**src/rtl/dma_irq_pkg.sv**
```systemverilog
package dma_irq_pkg;
  // Number of interrupt lines
  localparam int NOUT     = 4;
  // Cause and mask bit positions
  localparam int DONE_BIT = 0;
  localparam int ERR_BIT  = 6;
  // Word addresses; summary and global banks are aligned to 4 so that the
  // low two address bits select the line.
  localparam int ADR_TX_RUN  = 0;
  localparam int ADR_TX_HALT = 1;
  localparam int ADR_RX_RUN  = 2;
  localparam int ADR_RX_HALT = 3;
  localparam int ADR_TX_SUM  = 4;
  localparam int ADR_RX_SUM  = 8;
  localparam int ADR_GLB     = 12;
  localparam int ADR_CH      = 64;   // per channel: 8 words, cause 0..3, mask 4..7
  localparam int SUM_W       = 32;
endpackage

```
**src/rtl/dma_irq_chan.sv**
```systemverilog
module dma_irq_chan #(
  parameter int NOUT = 4
) (
  input  logic            clk,
  input  logic            rst_n,
  input  logic            start_i,
  input  logic            stop_i,
  input  logic            ev_done_i,
  input  logic            ev_err_i,
  input  logic [NOUT-1:0] cause_wr_i,
  input  logic [NOUT-1:0] mask_wr_i,
  input  logic [1:0]      wbits_i,     // {error, done}
  output logic            run_o,
  output logic [NOUT-1:0] done_o,
  output logic [NOUT-1:0] err_o,
  output logic [NOUT-1:0] mdone_o,
  output logic [NOUT-1:0] merr_o,
  output logic [NOUT-1:0] pend_o
);
  always_ff @(posedge clk) begin
    if (!rst_n)       run_o <= 1'b0;
    else if (start_i) run_o <= 1'b1;
    else if (stop_i)  run_o <= 1'b0;
  end

  // Clear first, then set: a coinciding event keeps the flag.
  always_ff @(posedge clk) begin
    if (!rst_n) begin
      done_o  <= '0;
      err_o   <= '0;
      mdone_o <= '0;
      merr_o  <= '0;
    end else begin
      for (int o = 0; o < NOUT; o++) begin
        done_o[o] <= (done_o[o] & ~(cause_wr_i[o] & wbits_i[0])) | (ev_done_i & run_o);
        err_o[o]  <= (err_o[o]  & ~(cause_wr_i[o] & wbits_i[1])) | (ev_err_i  & run_o);
        if (mask_wr_i[o]) begin
          mdone_o[o] <= wbits_i[0];
          merr_o[o]  <= wbits_i[1];
        end
      end
    end
  end

  assign pend_o = (done_o & mdone_o) | (err_o & merr_o);
endmodule

```
**src/rtl/dma_irq_glob.sv**
```systemverilog
module dma_irq_glob #(
  parameter int W = 8
) (
  input  logic         clk,
  input  logic         rst_n,
  input  logic [W-1:0] set_i,
  input  logic         clr_i,
  output logic [W-1:0] val_o
);
  always_ff @(posedge clk) begin
    if (!rst_n) val_o <= '0;
    else        val_o <= (val_o & ~{W{clr_i}}) | set_i;
  end
endmodule

```
**src/rtl/dma_irq_aggr.sv**
```systemverilog
module dma_irq_aggr
  import dma_irq_pkg::*;
#(
  parameter int NUM_CH = 8,
  parameter int AW     = 10,
  parameter int GLB_W  = 8
) (
  input  logic              clk,
  input  logic              rst_n,
  input  logic              wr_en,
  input  logic [AW-1:0]     wr_addr,
  input  logic [31:0]       wr_data,
  input  logic              rd_en,
  input  logic [AW-1:0]     rd_addr,
  output logic [31:0]       rd_data,
  input  logic [NUM_CH-1:0] ev_done,
  input  logic [NUM_CH-1:0] ev_err,
  input  logic [GLB_W-1:0]  glb_evt,
  output logic [NOUT-1:0]   irq
);
  localparam int CHW = AW - 3;
  localparam logic [AW-1:0] A_TXS = AW'(ADR_TX_RUN);
  localparam logic [AW-1:0] A_TXH = AW'(ADR_TX_HALT);
  localparam logic [AW-1:0] A_RXS = AW'(ADR_RX_RUN);
  localparam logic [AW-1:0] A_RXH = AW'(ADR_RX_HALT);
  localparam logic [AW-1:0] A_GLB = AW'(ADR_GLB);
  localparam logic [AW-1:0] A_CH  = AW'(ADR_CH);

  logic [NOUT-1:0]  done_q [NUM_CH];
  logic [NOUT-1:0]  err_q  [NUM_CH];
  logic [NOUT-1:0]  mdone_q[NUM_CH];
  logic [NOUT-1:0]  merr_q [NUM_CH];
  logic [NOUT-1:0]  pend   [NUM_CH];
  logic [GLB_W-1:0] glob_q [NOUT];
  logic [SUM_W-1:0] tx_sum [NOUT];
  logic [SUM_W-1:0] rx_sum [NOUT];
  logic [SUM_W-1:0] tx_run, rx_run;

  // Flat views of state, for the bound checker
  logic [NUM_CH-1:0]      run_vec;
  logic [NUM_CH*NOUT-1:0] done_vec;
  logic [NOUT*GLB_W-1:0]  glob_flat;

  // Write decode for the channel window
  logic [AW-1:0]  w_off;
  logic           w_in_ch;
  logic [CHW-1:0] w_ch;
  logic [2:0]     w_sub;
  logic [1:0]     wbits;
  assign w_off   = wr_addr - A_CH;
  assign w_in_ch = wr_en && (wr_addr >= A_CH);
  assign w_ch    = w_off[AW-1:3];
  assign w_sub   = w_off[2:0];
  assign wbits   = {wr_data[ERR_BIT], wr_data[DONE_BIT]};

  for (genvar c = 0; c < NUM_CH; c++) begin : g_ch
    localparam int POS = c / 2;
    localparam bit ODD = (c % 2) == 1;
    logic            start_c, stop_c;
    logic [NOUT-1:0] cwr, mwr;
    assign start_c = wr_en && (wr_addr == (ODD ? A_RXS : A_TXS)) && wr_data[POS];
    assign stop_c  = wr_en && (wr_addr == (ODD ? A_RXH : A_TXH)) && wr_data[POS];
    for (genvar o = 0; o < NOUT; o++) begin : g_sel
      assign cwr[o] = w_in_ch && (w_ch == CHW'(c)) && (w_sub == {1'b0, 2'(o)});
      assign mwr[o] = w_in_ch && (w_ch == CHW'(c)) && (w_sub == {1'b1, 2'(o)});
    end
    dma_irq_chan #(.NOUT(NOUT)) u_chan (
      .clk        (clk),
      .rst_n      (rst_n),
      .start_i    (start_c),
      .stop_i     (stop_c),
      .ev_done_i  (ev_done[c]),
      .ev_err_i   (ev_err[c]),
      .cause_wr_i (cwr),
      .mask_wr_i  (mwr),
      .wbits_i    (wbits),
      .run_o      (run_vec[c]),
      .done_o     (done_q[c]),
      .err_o      (err_q[c]),
      .mdone_o    (mdone_q[c]),
      .merr_o     (merr_q[c]),
      .pend_o     (pend[c])
    );
    assign done_vec[c*NOUT +: NOUT] = done_q[c];
  end

  for (genvar o = 0; o < NOUT; o++) begin : g_out
    logic clr_o;
    assign clr_o = wr_en && (wr_addr == A_GLB + AW'(o)) && (&wr_data);
    dma_irq_glob #(.W(GLB_W)) u_glob (
      .clk   (clk),
      .rst_n (rst_n),
      .set_i (glb_evt),
      .clr_i (clr_o),
      .val_o (glob_q[o])
    );
    assign glob_flat[o*GLB_W +: GLB_W] = glob_q[o];
    assign irq[o] = (|tx_sum[o]) | (|rx_sum[o]) | (|glob_q[o]);
  end

  // Parity-split summaries and run words
  always_comb begin
    tx_run = '0;
    rx_run = '0;
    for (int o = 0; o < NOUT; o++) begin
      tx_sum[o] = '0;
      rx_sum[o] = '0;
    end
    for (int c = 0; c < NUM_CH; c++) begin
      if (c % 2 == 0) tx_run[c/2] = run_vec[c];
      else            rx_run[c/2] = run_vec[c];
      for (int o = 0; o < NOUT; o++) begin
        if (c % 2 == 0) tx_sum[o][c/2] = pend[c][o];
        else            rx_sum[o][c/2] = pend[c][o];
      end
    end
  end

  // Read mux
  logic [AW-1:0] r_off;
  logic [31:0]   rd_val;
  assign r_off = rd_addr - A_CH;

  always_comb begin
    rd_val = '0;
    if (rd_addr < A_CH) begin
      if (rd_addr[AW-1:2] == '0)
        rd_val = rd_addr[1] ? rx_run : tx_run;
      else if (rd_addr[AW-1:2] == (AW-2)'(1))
        rd_val = tx_sum[rd_addr[1:0]];
      else if (rd_addr[AW-1:2] == (AW-2)'(2))
        rd_val = rx_sum[rd_addr[1:0]];
      else if (rd_addr[AW-1:2] == (AW-2)'(3))
        rd_val[GLB_W-1:0] = glob_q[rd_addr[1:0]];
    end else begin
      for (int c = 0; c < NUM_CH; c++) begin
        if (r_off[AW-1:3] == CHW'(c)) begin
          if (!r_off[2]) begin
            rd_val[DONE_BIT] = done_q[c][r_off[1:0]];
            rd_val[ERR_BIT]  = err_q[c][r_off[1:0]];
          end else begin
            rd_val[DONE_BIT] = mdone_q[c][r_off[1:0]];
            rd_val[ERR_BIT]  = merr_q[c][r_off[1:0]];
          end
        end
      end
    end
  end

  always_ff @(posedge clk) begin
    if (!rst_n) rd_data <= '0;
    else        rd_data <= rd_en ? rd_val : '0;
  end
endmodule

```
**config.mk**
```make
export PLATFORM = sky130hd
export DESIGN_NAME = dma_irq_aggr
export DESIGN_NICKNAME = d
export VERILOG_FILES = /design/src/rtl/dma_irq_pkg.sv /design/src/rtl/dma_irq_chan.sv /design/src/rtl/dma_irq_glob.sv /design/src/rtl/dma_irq_aggr.sv
export SDC_FILE = /design/constraint.sdc
export NUM_CORES = 1
export LEC_CHECK = 0
export CELL_PAD_IN_SITES_DETAIL_PLACEMENT = 1
export CELL_PAD_IN_SITES_GLOBAL_PLACEMENT = 1
export CORE_UTILIZATION = 29
export DETAILED_ROUTE_END_ITERATION = 10
export GPL_ROUTABILITY_DRIVEN = 0
export PLACE_DENSITY = 0.65
export SYNTH_ARGS = -nofsm -noshare
export SYNTH_HDL_FRONTEND = slang
export SYNTH_SLANG_ARGS = --single-unit
```
**constraint.sdc**
```tcl
create_clock -name clk -period 3.4 [get_ports clk]
set_clock_uncertainty 0.15 [all_clocks]
set_input_delay 0.51 -clock clk [delete_from_list [all_inputs] [get_ports clk]]
set_output_delay 0.51 -clock clk [all_outputs]
set_load 0.02 [all_outputs]
```
# == Word-level counts from Yosys, hierarchy flattened ==
# Index checks and enable logic that the tools add are counted.
# totals
regBits,200
latch_bits,0
mem_bits_rw,0
rom_bits,0
input_bits,80
output_inout_bits,36
word_cells,706
mem_count,0
# classes
addsub,2
multipliers,0
div_mod_pow,0
n_lt_le_gt_ge,4
n_eq_ne,31
shifts,0
n_mux,129
bitwise,317
reduce_logical,129
# op_table
op,count
two-way mux 32 bit,6
AND 1 bit,144
binary-select mux 32 bit (select 2 bit),2
logical AND 1 bit,101
two-way mux 1 bit,82
bitwise OR 1 bit,72
AND 4 bit,16
binary-select mux 1 bit (select 2 bit),32
NOT 1 bit,64
"equality test 7 x 3 -> 1 bit, second input constant",8
"equality test 10 x 4 -> 1 bit, second input constant",4
AND 8 bit,4
two-way mux 8 bit,4
NOT 8 bit,4
bitwise OR 4 bit,8
bitwise OR 8 bit,4
AND reduction 32 bit,1
OR reduction 4 bit,8
OR reduction 8 bit,4
"equality test 7 x 2 -> 1 bit, second input constant",4
two-way mux 24 bit,1
"equality test 10 x 2 -> 1 bit, second input constant",2
"subtractor 10 x 7 -> 10 bit, second input constant",2
binary-select mux 8 bit (select 2 bit),1
20 further kinds,34

# == Depth between registers and ports, before layout ==
# Gate-level depths: netlist of run 1.
# logic_depth
word_depth,13
depth_mapped,10
mapped_depth_nobuf,8

# == By module ==
# From an unflattened synthesis of run 1, not the netlist that was laid out.
# hier_totals
cells_unflattened,956
hier_area_um2,9450.3
# by_module_without_submodules
module,instances,cells_each,area_per_inst_um2,seq_area_each_um2
dma_irq_chan,8,61,668.1,340.3
dma_irq_aggr,1,368,3004.1,160.2
dma_irq_glob,4,25,275.3,160.2

# == Least setup slack after synthesis of run 1 ==
# No wires, ideal clock.
# synth_path
kind,input-to-reg
startpoint,in wr_addr[7]
endpoint,reg g_ch[0].u_chan.done_o[3]
setup_time_ns,0.070
arrival_time_ns,2.217
required_time_ns,3.180
slack_ns,0.962
stages,9
n_path_buf,1
cell_sequence,inv_1 > ha_1 > or3b_2 > a41oi_2 > nor2_1 > nand4_1 > clkbuf_1 > o21ai_0 > a21oi_1
# synth_between
elab_chain_len,8
elab_cells_between_ends,10
cone_classes,1 x add/sub; 1 x order compare; 4 x bitwise; 4 x reduce/logical
# synth_lines
item,line_no,text
"start, declared",dma_irq_aggr.sv:11,"input logic [AW-1:0] wr_addr,"
subtractor 10 x 7 -> 10 bit or greater-or-equal comparator 10 x 7 -> 1 bit (tied branches),"dma_irq_aggr.sv:50, dma_irq_aggr.sv:51",
logical NOT 7 bit or logical AND 1 bit (tied branches),"dma_irq_aggr.sv:64, dma_irq_aggr.sv:51",
logical AND 1 bit (*) (2 in series),dma_irq_aggr.sv:64,"assign cwr[o] = w_in_ch && (w_ch == CHW'(c)) && (w_sub == {1'b0, 2'(o)});"
AND 1 bit (*),dma_irq_chan.sv:35,done_o[o] <= (done_o[o] & ~(cause_wr_i[o] & wbits_i[0])) | (ev_done_i & run_o);
NOT 1 bit (*),dma_irq_chan.sv:35,
AND 1 bit (*),dma_irq_chan.sv:35,
bitwise OR 1 bit (*),dma_irq_chan.sv:35,
"end signal, assigned by index",dma_irq_chan.sv:35,
"end, declared",dma_irq_chan.sv:14,"output logic [NOUT-1:0] done_o,"
# Every way passes the cells marked *; elsewhere a longest branch is shown, timed or not.
# A chain may end at the register's enable or synchronous reset.

# == Worst setup path after layout of run 1 ==
# layout_path
startpoint,reg g_out[2].u_glob.val_o[3]
endpoint,out irq[2]
# layout_between
elab_chain_len,2
# layout_lines
item,line_no,text
"start, declared",dma_irq_glob.sv:8,output logic [W-1:0] val_o
"start signal, assigned",dma_irq_glob.sv:12,else val_o <= (val_o & ~{W{clr_i}}) | set_i;
OR reduction 8 bit,dma_irq_aggr.sv:98,assign irq[o] = (|tx_sum[o]) | (|rx_sum[o]) | (|glob_q[o]);
bitwise OR 1 bit,dma_irq_aggr.sv:98,
"end, declared",dma_irq_aggr.sv:19,output logic [NOUT-1:0] irq
# Every way passes these cells.

==> impl_metrics.yaml, run 1 <==
cts:
  h-tree-depth: 4
  cts.sinks: 176
  post_cts_buffers: 0
  clock_path_buffers: 2
  clock_tree.root_cell: "clkbuf_16"
  numCtsBuffers: 17
  clk_latency_ns: 0.44
  holdBufCountCts: 0
  clk_pin_slew_ns: 0.07
  post_cts_resize_count: 0
  cts_tree: "built"
timing:
  maxSlewViolCount: 0
  relSlewSlack_pct: 47.6
  setup_tns_ns: 0
  rsz0062_at_grt: "no"
  tightest_slew_ns: 0.784
  min_period_ns: 3.18
  clock.fmax_mhz: 315
  fin_ws_ns: 0.221
  hold_viol_final: 0
  finalSetupViolations: 0
  period_share_pct: 93.5
routing:
  antenna_left: 0
  firstDrtPassIters: 5
  drt_first_iter_violations: 781
  avgViaCountPerCell: 5.68
  wl_per_cell_um: 23.8
  drc: 0
  wl_um: 34500
  via_count: 8243
synth:
  synth-edff-count: 0
  yosysWarningCount: 0
  async_flop_share_pct: 0
  yosys.area.top_type: "dfxtp_1"
  seq_area_frac_synth_pct: 40.2
  synth_top_cells_by_area: "dfxtp_1, mux4_2, a21oi_1"
  syn-cell-area_mm2: 0.00876
  yosys.area.top_type_share_pct: 40.2
  syn_area_per_cell_um2: 8.97
  ys_types: 51
  ys_seq_elements: 176
  synth_flop_cell: "dfxtp_1"
  netlist_instances: 977
grt:
  grt_max_degree: 59
  grtUsageMet3_pct: 3.38
  busiest_layer: "met2"
  grt_usage_pct: 22.8
  overflow: 0
  grt_pass1_vias: 8297
  grt_pass1_wl_um: 52300
  use_met1_pct: 31.7
  grt_use_met2_pct: 35.4
  antenna_found_initial: 1
place:
  dp_hpwl_um: 25500
  io_buffers: 91
  pre_cts_ws_ns: 0.218
cells_and_area:
  fin_nets: 1135
  drive_gt1_share_pct: 11.3
  syn_to_final_growth_pct: 21.9
  regArea_mm2: 0.00352
  nFillCells: 3450
  multi_input_area_mm2: 0.00479
critical_path:
  worstSetupStartpointType: "flop"
  rrSetupSlack_ns: 1.13
  worstPathRequired_ns: 2.74
  r2r_cells: 6
  crit_type: "flop to output port"
  cp_max_fo: 3
  cp.arrival_ns: 2.52
  worst_setup_path_end_kind: "output port"
floorplan:
  die-area_mm2: 0.0309
  die_x_um: 176
  die_y_um: 176
  start_util_pct: 29.5
  core-area_mm2: 0.0297
  pin_count: 116
  rows: 63
run:
  max_cap_viol_count: 0
power_and_ir_drop:
  p_leak_nw: 3.72
  peakVddDrop_uv: 323
  seqPwrFrac_pct: 45.2
  power.share.clock_pct: 45.0
  p_per_area_mw_per_mm2: 438
  p_switching_mw: 1.14
  p_comb_share_pct: 9.8
  total_power_mw: 4.68
  internal_power_mw: 3.54
  netSwitchingFraction_pct: 24.4
status:
  outcome: "finished clean"
hold_path:
  hold_path_class: "flop to flop"
  hold_depth: 2
final timing paths:
path / from / endpoint
max: g_out[2].u_glob.val_o[3]$_SDFF_PN0_ / irq[2]
min: g_ch[0].u_chan.done_o[0]$_SDFF_PN0_ / g_ch[0].u_chan.done_o[0]$_SDFF_PN0_
max reg2reg: g_ch[1].u_chan.done_o[1]$_SDFF_PN0_ / rd_data[0]$_SDFF_PN0_
min reg2reg: g_ch[0].u_chan.done_o[0]$_SDFF_PN0_ / g_ch[0].u_chan.done_o[0]$_SDFF_PN0_
state kept, by name, summed over array words and instances (netlist names):
register / cells
g_ch.u_chan.merr_o: 32
g_ch.u_chan.done_o: 32
g_ch.u_chan.err_o: 32
rd_data: 8
g_out.u_glob.val_o: 32
g_ch.u_chan.mdone_o: 32
g_ch.u_chan.run_o: 8
layer usage:
metal  vias up  part of all wire [%]
met1      4176                    46
met4         0                   3.3
met5         -                     0
met2       264                    46
met3        47                   5.3
li1       3756                     -
synth_stat cells (11+ instances only):
cell type  instances
nor2b_1           11
dfxtp_1          176
o211ai_1          17
o21ai_0          119
mux4_2            37
mux2i_1           32
nand4_1           23
clkbuf_1          53
buf_4             25
nor2_1            49
nand2_1           77
nand3_1           51
a21oi_1          144
a22oi_1           38
area by class of cell:
| cell class | instances | share of cell area (%) |
|---|---|---|
| inverter | 10 | 0.375 |
| timing repair buffer | 128 | 11.4 |
| multi-input combinational | 717 | 44.8 |
| antenna | 1 | 0.0234 |
| tap | 390 | 4.57 |
| clock buffer | 20 | 4.28 |
| sequential | 176 | 33.0 |
| clock inverter | 10 | 1.51 |
worst max-delay path, stage by stage, from the launching register on:
cell and delay, ns:
dfxtp_1 0.35, nor4_1 0.52, nand4_1 0.19, or3_1 0.44
clkdlybuf4s50_1 0.57
kinds of logic (layout without fill, tap and decap cells):
family	after synthesis	after routing	share of synthesized area, %
buf+inv	107	168	6.14
mux	81	81	15.7
compound gates	341	341	22.0
fa+ha+maj	5	5	0.714
simple gates	265	265	15.0
flops	176	176	40.2
other cells	1	25	0.0428
xor+xnor	1	1	0.100
placed cells by master (no fill, tap or decap), drive strengths merged, types with 4 or more instances in the layout:
cell type      instances
conb                  24
nor4                  10
a311oi                 9
nand4                 23
clkbuf                20
o21ai                119
ha                     5
a21oi                144
dfxtp                176
mux2                   6
buf                   39
mux4                  43
and4                   5
a31oi                  4
o211ai                17
nand2                 77
bufinv                 4
or3                    5
mux2i                 32
and3                   5
clkdlybuf4s50         89
nor2b                 11
o22ai                  4
nor3                   8
inv                   10
a22oi                 38
nand3                 51
clkinv                 6
nor2                  49
power by group through the flow:
stage | registers [mW] | clock network (mW) | logic (mW)
finish | 2.12 | 2.10 | 0.457
global route | 2.12 | 2.22 | 0.488
CTS | 2.11 | 2.13 | 0.456
floorplan | 2.15 | 0 | 0.262
global placement | 2.16 | 0 | 0.447
detailed placement | 2.16 | 0 | 0.453
through the flow:
stage	hold WS, ns	cells	instance area (µm²)	utilization (%)
floorplan	0.298	1000	8850	-
global placement	0.330	1421	10100	33.8
CTS	0.348	1451	10700	35.9
detailed placement	0.339	1421	10100	33.8
finish	0.348	1452	10700	35.9
global route	0.371	1452	10700	35.9
(Power assumes the default switching activity.)
==> run 2: changes to the inputs <==
Settings changed: CAP_MARGIN from default to 15.
==> results of run 2 <==
No change in the layout: final DEF, timing and power equal those of run 1.
